--- src/rtl/spi_hold_pkg.sv ---
package spi_hold_pkg;
  // Strobes from control to datapath, one system cycle each
  typedef struct packed {
    logic capture;   // sample the data line into the receive shifter
    logic lastBit;   // this capture completes a byte
    logic loadTx;    // load txData into the transmit shifter
    logic shiftOut;  // advance the transmit shifter by one bit
  } dpStrobes_t;
endpackage

--- src/rtl/spi_hold_sync.sv ---
module spi_hold_sync #(
  parameter int STAGES = 2,
  parameter bit RST_VAL = 1'b0
) (
  input  logic clk,
  input  logic rstN,
  input  logic d,
  output logic q
);
  logic [STAGES-1:0] chain;

  always_ff @(posedge clk or negedge rstN) begin
    if (!rstN) chain <= {STAGES{RST_VAL}};
    else       chain <= {chain[STAGES-2:0], d};
  end

  assign q = chain[STAGES-1];
endmodule

--- src/rtl/spi_hold_ctrl.sv ---
module spi_hold_ctrl
  import spi_hold_pkg::*;
#(
  parameter int DATA_W = 8,
  parameter int SYNC_STAGES = 2
) (
  input  logic       clk,
  input  logic       rstN,
  input  logic       sckIn,
  input  logic       csNIn,
  input  logic       holdNIn,
  output dpStrobes_t strobes,
  output logic       soOe
);
  localparam int CNT_W = $clog2(DATA_W);
  localparam logic [CNT_W-1:0] LAST = CNT_W'(DATA_W - 1);

  logic sckS, csS, holdS;
  logic sckPrev, csPrev, holdActive, haveRise;
  logic [CNT_W-1:0] bitCnt;
  logic sckRise, sckFall, csStart;

  spi_hold_sync #(.STAGES(SYNC_STAGES), .RST_VAL(1'b0)) u_syncSck (
    .clk(clk), .rstN(rstN), .d(sckIn), .q(sckS));
  spi_hold_sync #(.STAGES(SYNC_STAGES), .RST_VAL(1'b1)) u_syncCs (
    .clk(clk), .rstN(rstN), .d(csNIn), .q(csS));
  spi_hold_sync #(.STAGES(SYNC_STAGES), .RST_VAL(1'b1)) u_syncHold (
    .clk(clk), .rstN(rstN), .d(holdNIn), .q(holdS));

  // Edges only count while selected and not paused (old pause state)
  assign sckRise = !csS && !holdActive && sckS && !sckPrev;
  assign sckFall = !csS && !holdActive && !sckS && sckPrev;
  assign csStart = csPrev && !csS;

  always_comb begin
    strobes.capture  = sckRise;
    strobes.lastBit  = sckRise && (bitCnt == LAST);
    strobes.loadTx   = csStart || (sckFall && haveRise && (bitCnt == '0));
    strobes.shiftOut = sckFall && haveRise && (bitCnt != '0);
  end

  assign soOe = !csS && !holdActive;

  always_ff @(posedge clk or negedge rstN) begin
    if (!rstN) begin
      sckPrev    <= 1'b0;
      csPrev     <= 1'b1;
      holdActive <= 1'b0;
      haveRise   <= 1'b0;
      bitCnt     <= '0;
    end else begin
      sckPrev <= sckS;
      csPrev  <= csS;
      if (csS) begin
        holdActive <= 1'b0;
        haveRise   <= 1'b0;
        bitCnt     <= '0;
      end else begin
        // Pause state may only change during the clock's low phase
        if (!sckS) holdActive <= !holdS;
        if (sckRise) begin
          haveRise <= 1'b1;
          bitCnt   <= (bitCnt == LAST) ? '0 : bitCnt + CNT_W'(1);
        end else if (sckFall) begin
          haveRise <= 1'b0;
        end
      end
    end
  end

  // Deselect clears the bit position and the pause
  assert_deselect_clears_R4: assert property (@(posedge clk) disable iff (!rstN)
    csS |=> (bitCnt == '0) && !holdActive && !haveRise);
  // Pause only begins while the clock was low
  assert_entry_on_low_R6: assert property (@(posedge clk) disable iff (!rstN)
    $rose(holdActive) |-> !$past(sckS));
  // Pause only ends on a low clock or on deselect
  assert_exit_on_low_R8: assert property (@(posedge clk) disable iff (!rstN)
    $fell(holdActive) |-> (!$past(sckS) || $past(csS)));
  // Bit position frozen while paused
  assert_hold_freeze_R7: assert property (@(posedge clk) disable iff (!rstN)
    (holdActive && !csS) |=> (bitCnt == $past(bitCnt)));
endmodule

--- src/rtl/spi_hold_dp.sv ---
module spi_hold_dp
  import spi_hold_pkg::*;
#(
  parameter int DATA_W = 8,
  parameter int SYNC_STAGES = 2
) (
  input  logic              clk,
  input  logic              rstN,
  input  logic              siIn,
  input  dpStrobes_t        strobes,
  input  logic [DATA_W-1:0] txData,
  output logic              soData,
  output logic [DATA_W-1:0] rxData,
  output logic              rxValid,
  output logic              txReady
);
  logic siS;
  logic [DATA_W-1:0] rxShift, txShift;

  // Same depth as the clock synchronizer keeps data aligned to edges
  spi_hold_sync #(.STAGES(SYNC_STAGES), .RST_VAL(1'b0)) u_syncSi (
    .clk(clk), .rstN(rstN), .d(siIn), .q(siS));

  always_ff @(posedge clk or negedge rstN) begin
    if (!rstN) begin
      rxShift <= '0;
      txShift <= '0;
      rxData  <= '0;
      rxValid <= 1'b0;
      txReady <= 1'b0;
    end else begin
      rxValid <= strobes.lastBit;
      txReady <= strobes.lastBit;
      if (strobes.capture) rxShift <= {rxShift[DATA_W-2:0], siS};
      if (strobes.lastBit) rxData <= {rxShift[DATA_W-2:0], siS};
      if (strobes.loadTx)        txShift <= txData;
      else if (strobes.shiftOut) txShift <= {txShift[DATA_W-2:0], 1'b0};
    end
  end

  assign soData = txShift[DATA_W-1];

  assert_one_cycle_strobe_R1: assert property (@(posedge clk) disable iff (!rstN)
    rxValid |=> !rxValid);
  assert_strobes_paired_R3: assert property (@(posedge clk) disable iff (!rstN)
    rxValid == txReady);
  always_comb begin
    if (rstN) assert_load_shift_exclusive_R2: assert (!(strobes.loadTx && strobes.shiftOut));
  end
endmodule

--- src/rtl/spi_hold_target.sv ---
module spi_hold_target
  import spi_hold_pkg::*;
#(
  parameter int DATA_W = 8,
  parameter int SYNC_STAGES = 2
) (
  input  logic              clk,
  input  logic              rstN,
  input  logic              sckIn,
  input  logic              siIn,
  input  logic              csN,
  input  logic              holdN,
  output logic              soData,
  output logic              soOe,
  output logic [DATA_W-1:0] rxData,
  output logic              rxValid,
  input  logic [DATA_W-1:0] txData,
  output logic              txReady
);
  dpStrobes_t strobes;

  spi_hold_ctrl #(.DATA_W(DATA_W), .SYNC_STAGES(SYNC_STAGES)) u_ctrl (
    .clk(clk), .rstN(rstN), .sckIn(sckIn), .csNIn(csN), .holdNIn(holdN),
    .strobes(strobes), .soOe(soOe));

  spi_hold_dp #(.DATA_W(DATA_W), .SYNC_STAGES(SYNC_STAGES)) u_dp (
    .clk(clk), .rstN(rstN), .siIn(siIn), .strobes(strobes), .txData(txData),
    .soData(soData), .rxData(rxData), .rxValid(rxValid), .txReady(txReady));
endmodule

--- config.mk ---
export PLATFORM = sky130hd
export DESIGN_NAME = spi_hold_target
export DESIGN_NICKNAME = d
export VERILOG_FILES = /design/src/rtl/spi_hold_pkg.sv /design/src/rtl/spi_hold_sync.sv /design/src/rtl/spi_hold_ctrl.sv /design/src/rtl/spi_hold_dp.sv /design/src/rtl/spi_hold_target.sv
export SDC_FILE = /design/constraint.sdc
export NUM_CORES = 1
export LEC_CHECK = 0
export ABC_AREA = 0
export BUFFER_PORTS_ARGS = -buffer_cell sky130_fd_sc_hd__clkbuf_2
export CAP_MARGIN = 10
export CORE_MARGIN = 10
export CORE_UTILIZATION = 46
export CTS_BUF_LIST = sky130_fd_sc_hd__clkbuf_16
export DETAILED_ROUTE_END_ITERATION = 6
export PLACE_DENSITY_LB_ADDON = 0.1
export SLEW_MARGIN = 20
export SYNTH_ARGS = -nofsm -noshare
export SYNTH_HDL_FRONTEND = slang
export SYNTH_SLANG_ARGS = --single-unit
--- constraint.sdc ---
create_clock -name clk -period 1.6 [get_ports clk]
set_clock_uncertainty 0.1 [all_clocks]
set_input_delay 0.24 -clock clk [delete_from_list [all_inputs] [get_ports clk]]
set_output_delay 0.24 -clock clk [all_outputs]
set_load 0.005 [all_outputs]
==> results of run 1 <==
[per-stage QoR]
step	area, um2	worst slack (ps)
final	2010	81.2
after global routing	2010	10.9
after CTS	1960	35.4
after detailed placement	1770	46.4
after global placement	1770	67.4
after floorplan	1610	-5.21
[final cells by class]
type                       instances  area share
clock buffer                       5      0.0623
clock inverter                     3     0.00623
multi-input combinational         64       0.284
tap                               46      0.0287
timing repair buffer              35       0.118
sequential                        39       0.489
inverter                           6      0.0112
[timing repair]
item,4_1_cts,5_1_grt
buffers inserted,0,3
endpoints found under the setup margin,0,16
endpoints found under the hold margin,17,0
hold buffers,5,0
resized for setup,0,1
[critical path, cell delays in order, from the launching register on]
cell,delay [ps]
dfrtp_1,430
nor2_4,150
and3_4,290
nand2_8,110
mux2_4,310
[power by group]
group / switching (mW) / internal [mW] / leakage [nW]
logic: 0.0974 / 0.167 / 0.486
registers: 0.0820 / 1.12 / 0.491
clock network: 0.344 / 0.562 / 0.0762
[kinds of logic (layout without fill, tap and decap cells)]
| group | after synthesis | after routing |
|---|---|---|
| buf+inv | 11 | 49 |
| fa+ha+maj | 3 | 3 |
| simple gates | 21 | 22 |
| mux | 22 | 22 |
| compound gates | 17 | 17 |
| flops | 39 | 39 |
[registers in the layout (all words and copies together) (netlist names)]
| name | flops |
|---|---|
| u_dp.u_syncSi.chain | 2 |
| u_ctrl.bitCnt | 3 |
| u_ctrl.u_syncCs.chain | 2 |
| u_ctrl.holdActive | 1 |
| u_dp.rxValid | 1 |
| u_dp.rxShift | 7 |
| u_ctrl.csPrev | 1 |
| u_dp.rxData | 8 |
| u_ctrl.sckPrev | 1 |
| u_dp.txShift | 8 |
| u_ctrl.u_syncSck.chain | 2 |
| u_ctrl.u_syncHold.chain | 2 |
| u_ctrl.haveRise | 1 |
[cells in the final DEF (no fill, tap or decap)]
cell	synthesis	final
a21oi_1	2	2
and3_2	0	1
and3_4	1	1
and4bb_2	1	1
buf_12	0	2
buf_4	2	3
clkbuf_16	0	5
clkbuf_2	0	25
clkinv_2	0	1
dfrtp_1	34	34
dfstp_2	5	5
dlygate4sd3_1	0	5
ha_1	3	3
inv_1	6	8
mux2_2	3	3
mux2_4	12	12
mux2i_1	7	7
nand2_1	12	12
nand2_8	1	1
nand2b_1	1	1
nor2_1	4	4
nor2_4	1	1
o21ai_0	11	11
o21bai_4	0	1
o22ai_4	1	1
o31ai_1	2	2
[final timing paths]
check                      slack (ps)                      start                    endpoint
min in group asynchronous         330                       rstN              u_dp.rxData[5]
setup / recovery                   80          u_ctrl.holdActive              u_dp.rxData[2]
hold / removal                    100                  txData[0]             u_dp.txShift[0]
max in group asynchronous         530                       rstN  u_ctrl.u_syncHold.chain[1]
hold reg to reg                   250  u_ctrl.u_syncSck.chain[0]   u_ctrl.u_syncSck.chain[1]
setup reg to reg                   80          u_ctrl.holdActive              u_dp.rxData[2]
[per-layer routing]
layer | share of wire | track usage | wire length (um) | up-vias
li1 | - | - | - | 459
met1 | 0.46 | 0.0940 | 1170 | 435
met2 | 0.45 | 0.131 | 1150 | 20
met3 | 0.077 | 0.0405 | 198 | 5
met4 | 0.015 | 0.0484 | 39 | 0
met5 | 0 | 0 | 0 | -
==> impl_results.md, run 1 <==
* Core area at roughly 0.0034 mm2
* Share of layout cells above drive strength 1 at 0.414
* First-pass GRT wire length at approximately 4200 um
* Worst hold stages at 3
* Slew @ Worst Pin at slightly above 400 ps
* Synthesized area at ~0.0016 mm2
* Tot GR Track Use at 0.0850
* Die outline width at 79.1 um
* Synth Flop Type: dfrtp_1
* Final setup fails at 0
* Most numerous cell in the Yosys netlist: dfrtp_1
* Initial DRC count at 31
* Register area at just under 0.001 mm2
* Crit path launch type: flop
* Die Height at around 79 um
* Area Overhead vs Synth at 24.8%
* GPL Wtd Cong at just over 0.7
* Die area at ~0.0063 mm2
* Per-cell routed wire length at between 10 and 15 um
* Post-synth top area cell: dfrtp_1
* Inserted Diodes at 0
* Finished Core Util at 0.597
* Final Hold Slack at approximately 96 ps
* Part of the Yosys area used for sequential elements at 0.611
* Max transition margin at 0.727
* Final #Nets at 168
* WP data arrival at roughly 1600 ps
* Syn_nets at 130
* Vias in the first global route at roughly 950
* Commonest cells post-synth: 34 x dfrtp_1, 12 x mux2_4, 12 x nand2_1, 11 x o21ai_0, 7 x mux2i_1
* RSZ-0062 raised after global routing: no
* Area of the multi-input gates at 569 um2
* Vias/cell at 4.64
* Clk slew on worst S/H paths at 50 ps
* Synth top area cells: dfrtp_1 53%, mux2_4 11%, dfstp_2 8.2%, mux2i_1 4.4%, o21ai_0 3.4%
* Fin crit share at 0.949
* Drt total wl at roughly 2600 um
* Critical Path RT at between 1500 and 2000 ps
* Fin. max-slew vios at 0
* Worst skew pair latency at 280 ps
* Post-Synth Adder-Cell Area at 0.0233
* Pin count of the biggest net entering global routing at 26
* Xor/xnor cell area share of the yosys netlist at 0
* Compound-Gate Fraction of Synth Area at 0.0693
* Post-Place Cells at approximately 180
* First-pass detailed-route iteration total at 4
* Netlist cell types at 21
* Initial Utilization at 0.478
* H-tree levels at 2
* YS warnings at 0
* Kind of end point of the critical path: flop
* I/O pins at 26
* Num CTS Buffers at 5
* Post-Layout Cell Count at 198
* Buffers on Ports at 25
* Share of synthesized area spent on multiplexers at 0.177
* Total chip power at approximately 2.4 mW
* Cells after synthesis at between 100 and 150
* Status: finished clean
* Fill count at 287
* Avg Cell Area, Syn at between 10 and 15 um2
* Root Driver: clkbuf_16
* Largest family of logic cells by synthesized area: multiplexers
* CTS tree: built
* CTS Buffer Depth at 2
* Reg2Reg Depth at 4
* PwrDens at about 1200 mW/mm2
* Setup CP Type: flop to flop
* Min Tclk post-route at about 1500 ps
* TNS Setup at 0 ps
* Routed Antenna Nets at 0
* Grt total ovfl at 0
* Simple-gate share of the synthesized area at 0.0755
* Hold Violations, Final at 0
* Yosys reg bits at 39
* EDFF count, synth at 0
* Max Fanout on Critical Path at 9
* Initial antenna violation count at 0
* Cell Rows at 21
* Peak supply drop at 796 uV
* Max_cap viols at 0
* Tightest Hold Check Type: input port to flop
* Post-DP HPWL at between 1500 and 2000 um
* F_max at between 600 and 700 MHz
* Post-synth top area share at 0.529
* DRC viols at 0
* Leakage at around 1.1 nW
* Async S/R FF share, synth at 1.00
* Sink Count at 39
* Vias post-DR at slightly above 900
Note: power is estimated with default switching activity, not from simulation.
==> inputs of run 2 (changes only) <==
Settings changed: SYNTH_HIERARCHICAL set to 1.
==> impl_results.md, run 2 <==
* Setup CP Type: flop to flop (unchanged)
* First-pass detailed-route iteration total at 4 (unchanged)
* HP Start: txData[0] (unchanged)
* Synthesized area at 0.00161 mm2 (about the same)
* Per-cell routed wire length at 13.9 um (was 12.9 um)
* Slew @ Worst Pin at 474 ps (was 410 ps)
* Share of layout cells above drive strength 1 at 0.471 (was 0.414)
* Synth Flop Type: dfrtp_1 (unchanged)
* Peak supply drop at 862 uV (was 796 uV)
* Largest regs: u_dp/rxData: 8 flops, u_dp/txShift: 8 flops, u_dp/rxShift: 7 flops (was u_dp.rxData: 8 flops, u_dp.txShift: 8 flops, u_dp.rxShift: 7 flops)
* Post-synth top area cell: dfrtp_1 (unchanged)
* GPL Wtd Cong at 0.667 (was 0.722)
* RR Startpoint: u_ctrl/holdActive (was u_ctrl.holdActive)
* Synth top area cells: dfrtp_1 53%, mux2_4 14%, dfstp_2 8.2%, mux2i_1 4.4%, buf_6 3.5% (was dfrtp_1 53%, mux2_4 11%, dfstp_2 8.2%, mux2i_1 4.4%, o21ai_0 3.4%)
* Inserted Diodes at 0 (unchanged)
* Netlist cell types at 22 (was 21)
* Finished Core Util at 0.629 (was 0.597)
* Routed Antenna Nets at 0 (unchanged)
* Reg2Reg Depth at 5 (was 4)
* Fin crit share at 1.05 (was 0.949)
* Int Pwr at 2.02 mW (was 1.84 mW)
* Initial antenna violation count at 0 (unchanged)
* Area Overhead vs Synth at 31.4% (was 24.8%)
* Initial DRC count at 28 (was 31)
* Cell Rows at 21 (unchanged)
* Part of the Yosys area used for sequential elements at 0.610 (was 0.611)
* Most common cell after layout, fill and taps aside: dfrtp_1 (unchanged)
* Clk slew on worst S/H paths at 50 ps (about the same)
* Reg-to-Reg End: u_dp/rxData[7] (was u_dp.rxData[2])
* Place WS at -47.5 ps (was 46.4 ps)
* Vias in the first global route at 1024 (was 949)
* Crit path launch type: flop (unchanged)
* YS warnings at 6 (was 0)
* PnR worst setup slack at -83.1 ps (was 81.2 ps)
* Kind of end point of the critical path: flop (unchanged)
* WP data arrival at 1740 ps (was 1580 ps)
* Syn_nets at 129 (was 130)
* Tightest Hold Check Type: input port to flop (unchanged)
* Status: complete, but fails checks (was finished clean)
* Critical Path RT at 1660 ps (about the same)
* Num CTS Buffers at 5 (unchanged)
* Switching share of power at 0.212 (was 0.221)
* Cells after synthesis at 112 (was 113)
* DRC viols at 0 (unchanged)
* Largest stage delay, worst path at 430 ps (about the same)
* First-pass GRT wire length at 4710 um (was 4220 um)
* CTS Buffer Depth at 2 (unchanged)
* CTS tree: built (unchanged)
* Die area at 0.00627 mm2 (was 0.00626 mm2)
* Grt total ovfl at 0 (unchanged)
* F_max at 594 MHz (was 658 MHz)
* Worst hold stages at 3 (unchanged)
* Worst path slowest cell: dfrtp_2 (was dfrtp_1)
* Fin. max-slew vios at 0 (unchanged)
* Post-synth top area share at 0.528 (was 0.529)
* Sequential share of power at 0.468 (was 0.506)
* Crit-path cells: buf_4, nor4b_4, and2_4, buf_12, mux2_4 (was nor2_4, and3_4, nand2_8, mux2_4)
* Max_cap viols at 0 (unchanged)
* H-tree levels at 2 (unchanged)
* Leakage at 0.999 nW (was 1.05 nW)
* Commonest cells post-synth: 34 x dfrtp_1, 15 x mux2_4, 11 x nand2_1, 7 x mux2i_1, 7 x o21ai_1 (was 34 x dfrtp_1, 12 x mux2_4, 12 x nand2_1, 11 x o21ai_0, 7 x mux2i_1)
* Buffers on Ports at 25 (unchanged)
* Root Driver: clkbuf_16 (unchanged)
* Core area at 0.00336 mm2 (unchanged)
* RSZ-0062 raised after global routing: yes (was no)
* Most frequent cells in the layout: 33 x dfrtp_1, 25 x clkbuf_2, 15 x mux2_4, 11 x nand2_1 (was 34 x dfrtp_1, 25 x clkbuf_2, 12 x nand2_1, 12 x mux2_4, 11 x o21ai_0)
* PwrDens at 1210 mW/mm2 (was 1180 mW/mm2)
* Vias/cell at 4.71 (was 4.64)
* Reg2reg setup slack at -80 ps (was 80 ps)
* Vias post-DR at 947 (was 919)
* Most numerous cell in the Yosys netlist: dfrtp_1 (unchanged)
* Yosys reg bits at 39 (unchanged)
* Failing checks: setup timing
* Max Fanout on Critical Path at 9 (unchanged)
* Post-DP HPWL at 1890 um (was 1800 um)
* EDFF count, synth at 0 (unchanged)
* Initial Utilization at 0.479 (was 0.478)
* Min Tclk post-route at 1680 ps (was 1520 ps)
* Tot GR Track Use at 0.0948 (was 0.0850)
* Worst skew pair latency at 280 ps (about the same)
* Clk pwr share at 0.424 (was 0.382)
* TNS Setup at -676 ps (was 0 ps)
* Pin count of the biggest net entering global routing at 40 (was 26)
* NetSw at 0.542 mW (was 0.523 mW)
* Sink Count at 39 (unchanged)
* Hold Path Sink: u_dp/txShift[0] (was u_dp.txShift[0])
* Max transition margin at 0.684 (was 0.727)
* I/O pins at 26 (unchanged)
* Die outline width at 79.2 um (was 79.1 um)
* Drt total wl at 2800 um (was 2560 um)
* Die Height at 79.2 um (was 79.1 um)
* Hold Violations, Final at 0 (unchanged)
* Logic pwr share at 0.108 (was 0.112)
* Avg Cell Area, Syn at 14.4 um2 (was 14.2 um2)
* Async S/R FF share, synth at 1.00 (unchanged)
* Final #Nets at 171 (was 168)
* Final setup fails at 13 (was 0)
-- run 2: changes by cell type after synthesis, moves of 2 or more --
cell and delta:
o21ai_0 -9, nor2b_1 +2, mux2_2 -3, o21ai_1 +7, mux2_4 +3, buf_6 +2
nor2_1 -2
-- run 2: per-stage QoR --
| stage | std cells | power (mW) | hold slack (ps) | area (um2) |
|---|---|---|---|---|
| finish | 201 | 2.56 | 75.0 | 2120 |
| global placement | 183 | 1.44 | 216 | 1810 |
| floorplan | 112 | 1.37 | -156 | 1620 |
| CTS | 196 | 2.57 | 67.9 | 2030 |
| global route | 201 | 2.68 | 93.5 | 2120 |
| detailed placement | 183 | 1.46 | 225 | 1810 |
-- run 2: area by class of cell --
type                    count  area [um2]
well taps                  46        57.6
multi-input cells          61         573
flip-flops and latches     39         983
repair buffers             42         319
fillers                   282        1250
clock buffers               5         125
clock inverters             3        38.8
inverters                   5        18.8
-- run 2: kinds of logic after synthesis --
kind of cell	Yosys count	share of synthesized area
adder cells (fa/ha/maj)	3	0.0233
buffers and inverters	12	0.0559
flip-flops	39	0.610
multiplexers	22	0.183
AO/OA/AOI/OAI	16	0.0583
AND/OR/NAND/NOR	20	0.0692
-- run 2: how the worst max path moves through the flow --
stage / start / depth (start not counted) / end
2_1_floorplan: u_ctrl/u_syncCs/chain[1] / 5 / u_dp/rxData[0]
3_3_place_gp: u_ctrl/holdActive / 6 / u_dp/txShift[4]
3_5_place_dp: u_ctrl/holdActive / 6 / u_dp/txShift[6]
4_1_cts: u_ctrl/holdActive / 6 / u_dp/txShift[6]
5_1_grt: u_ctrl/holdActive / 7 / u_dp/txShift[7]
6_report: u_ctrl/holdActive / 5 / u_dp/rxData[7]
-- run 2: critical path, delay by kind of cell (launching register included) --
kind	cells	cell delay [ps]
buffers and inverters	2	280
DFF	1	430
muxes	1	300
and+or+nand+nor	2	450
-- run 2: power groups by stage --
stage	sequential (mW)	combinational, mW	clock [mW]
floorplan	1.19	0.181	0
global placement	1.21	0.237	0
detailed placement	1.21	0.244	0
CTS	1.20	0.255	1.12
global route	1.22	0.304	1.16
finish	1.20	0.275	1.09
-- run 2: layer usage --
layer / global-route usage / up-vias / wire [um]
met3: 0.0405 / 8 / 188
met2: 0.144 / 24 / 1270
li1: - / 462 / -
met1: 0.108 / 453 / 1270
met5: 0 / - / 0
met4: 0.0591 / 0 / 70
-- run 2: repair_timing --
action / 4_1_cts / 5_1_grt
hold buffers: 5 / 0
hold endpoints to repair: 38 / 0
gates resized for setup: 3 / 9
cloned: 0 / 1
endpoints found under the setup margin: 16 / 23
pin swaps: 1 / 5
buffers inserted: 0 / 4
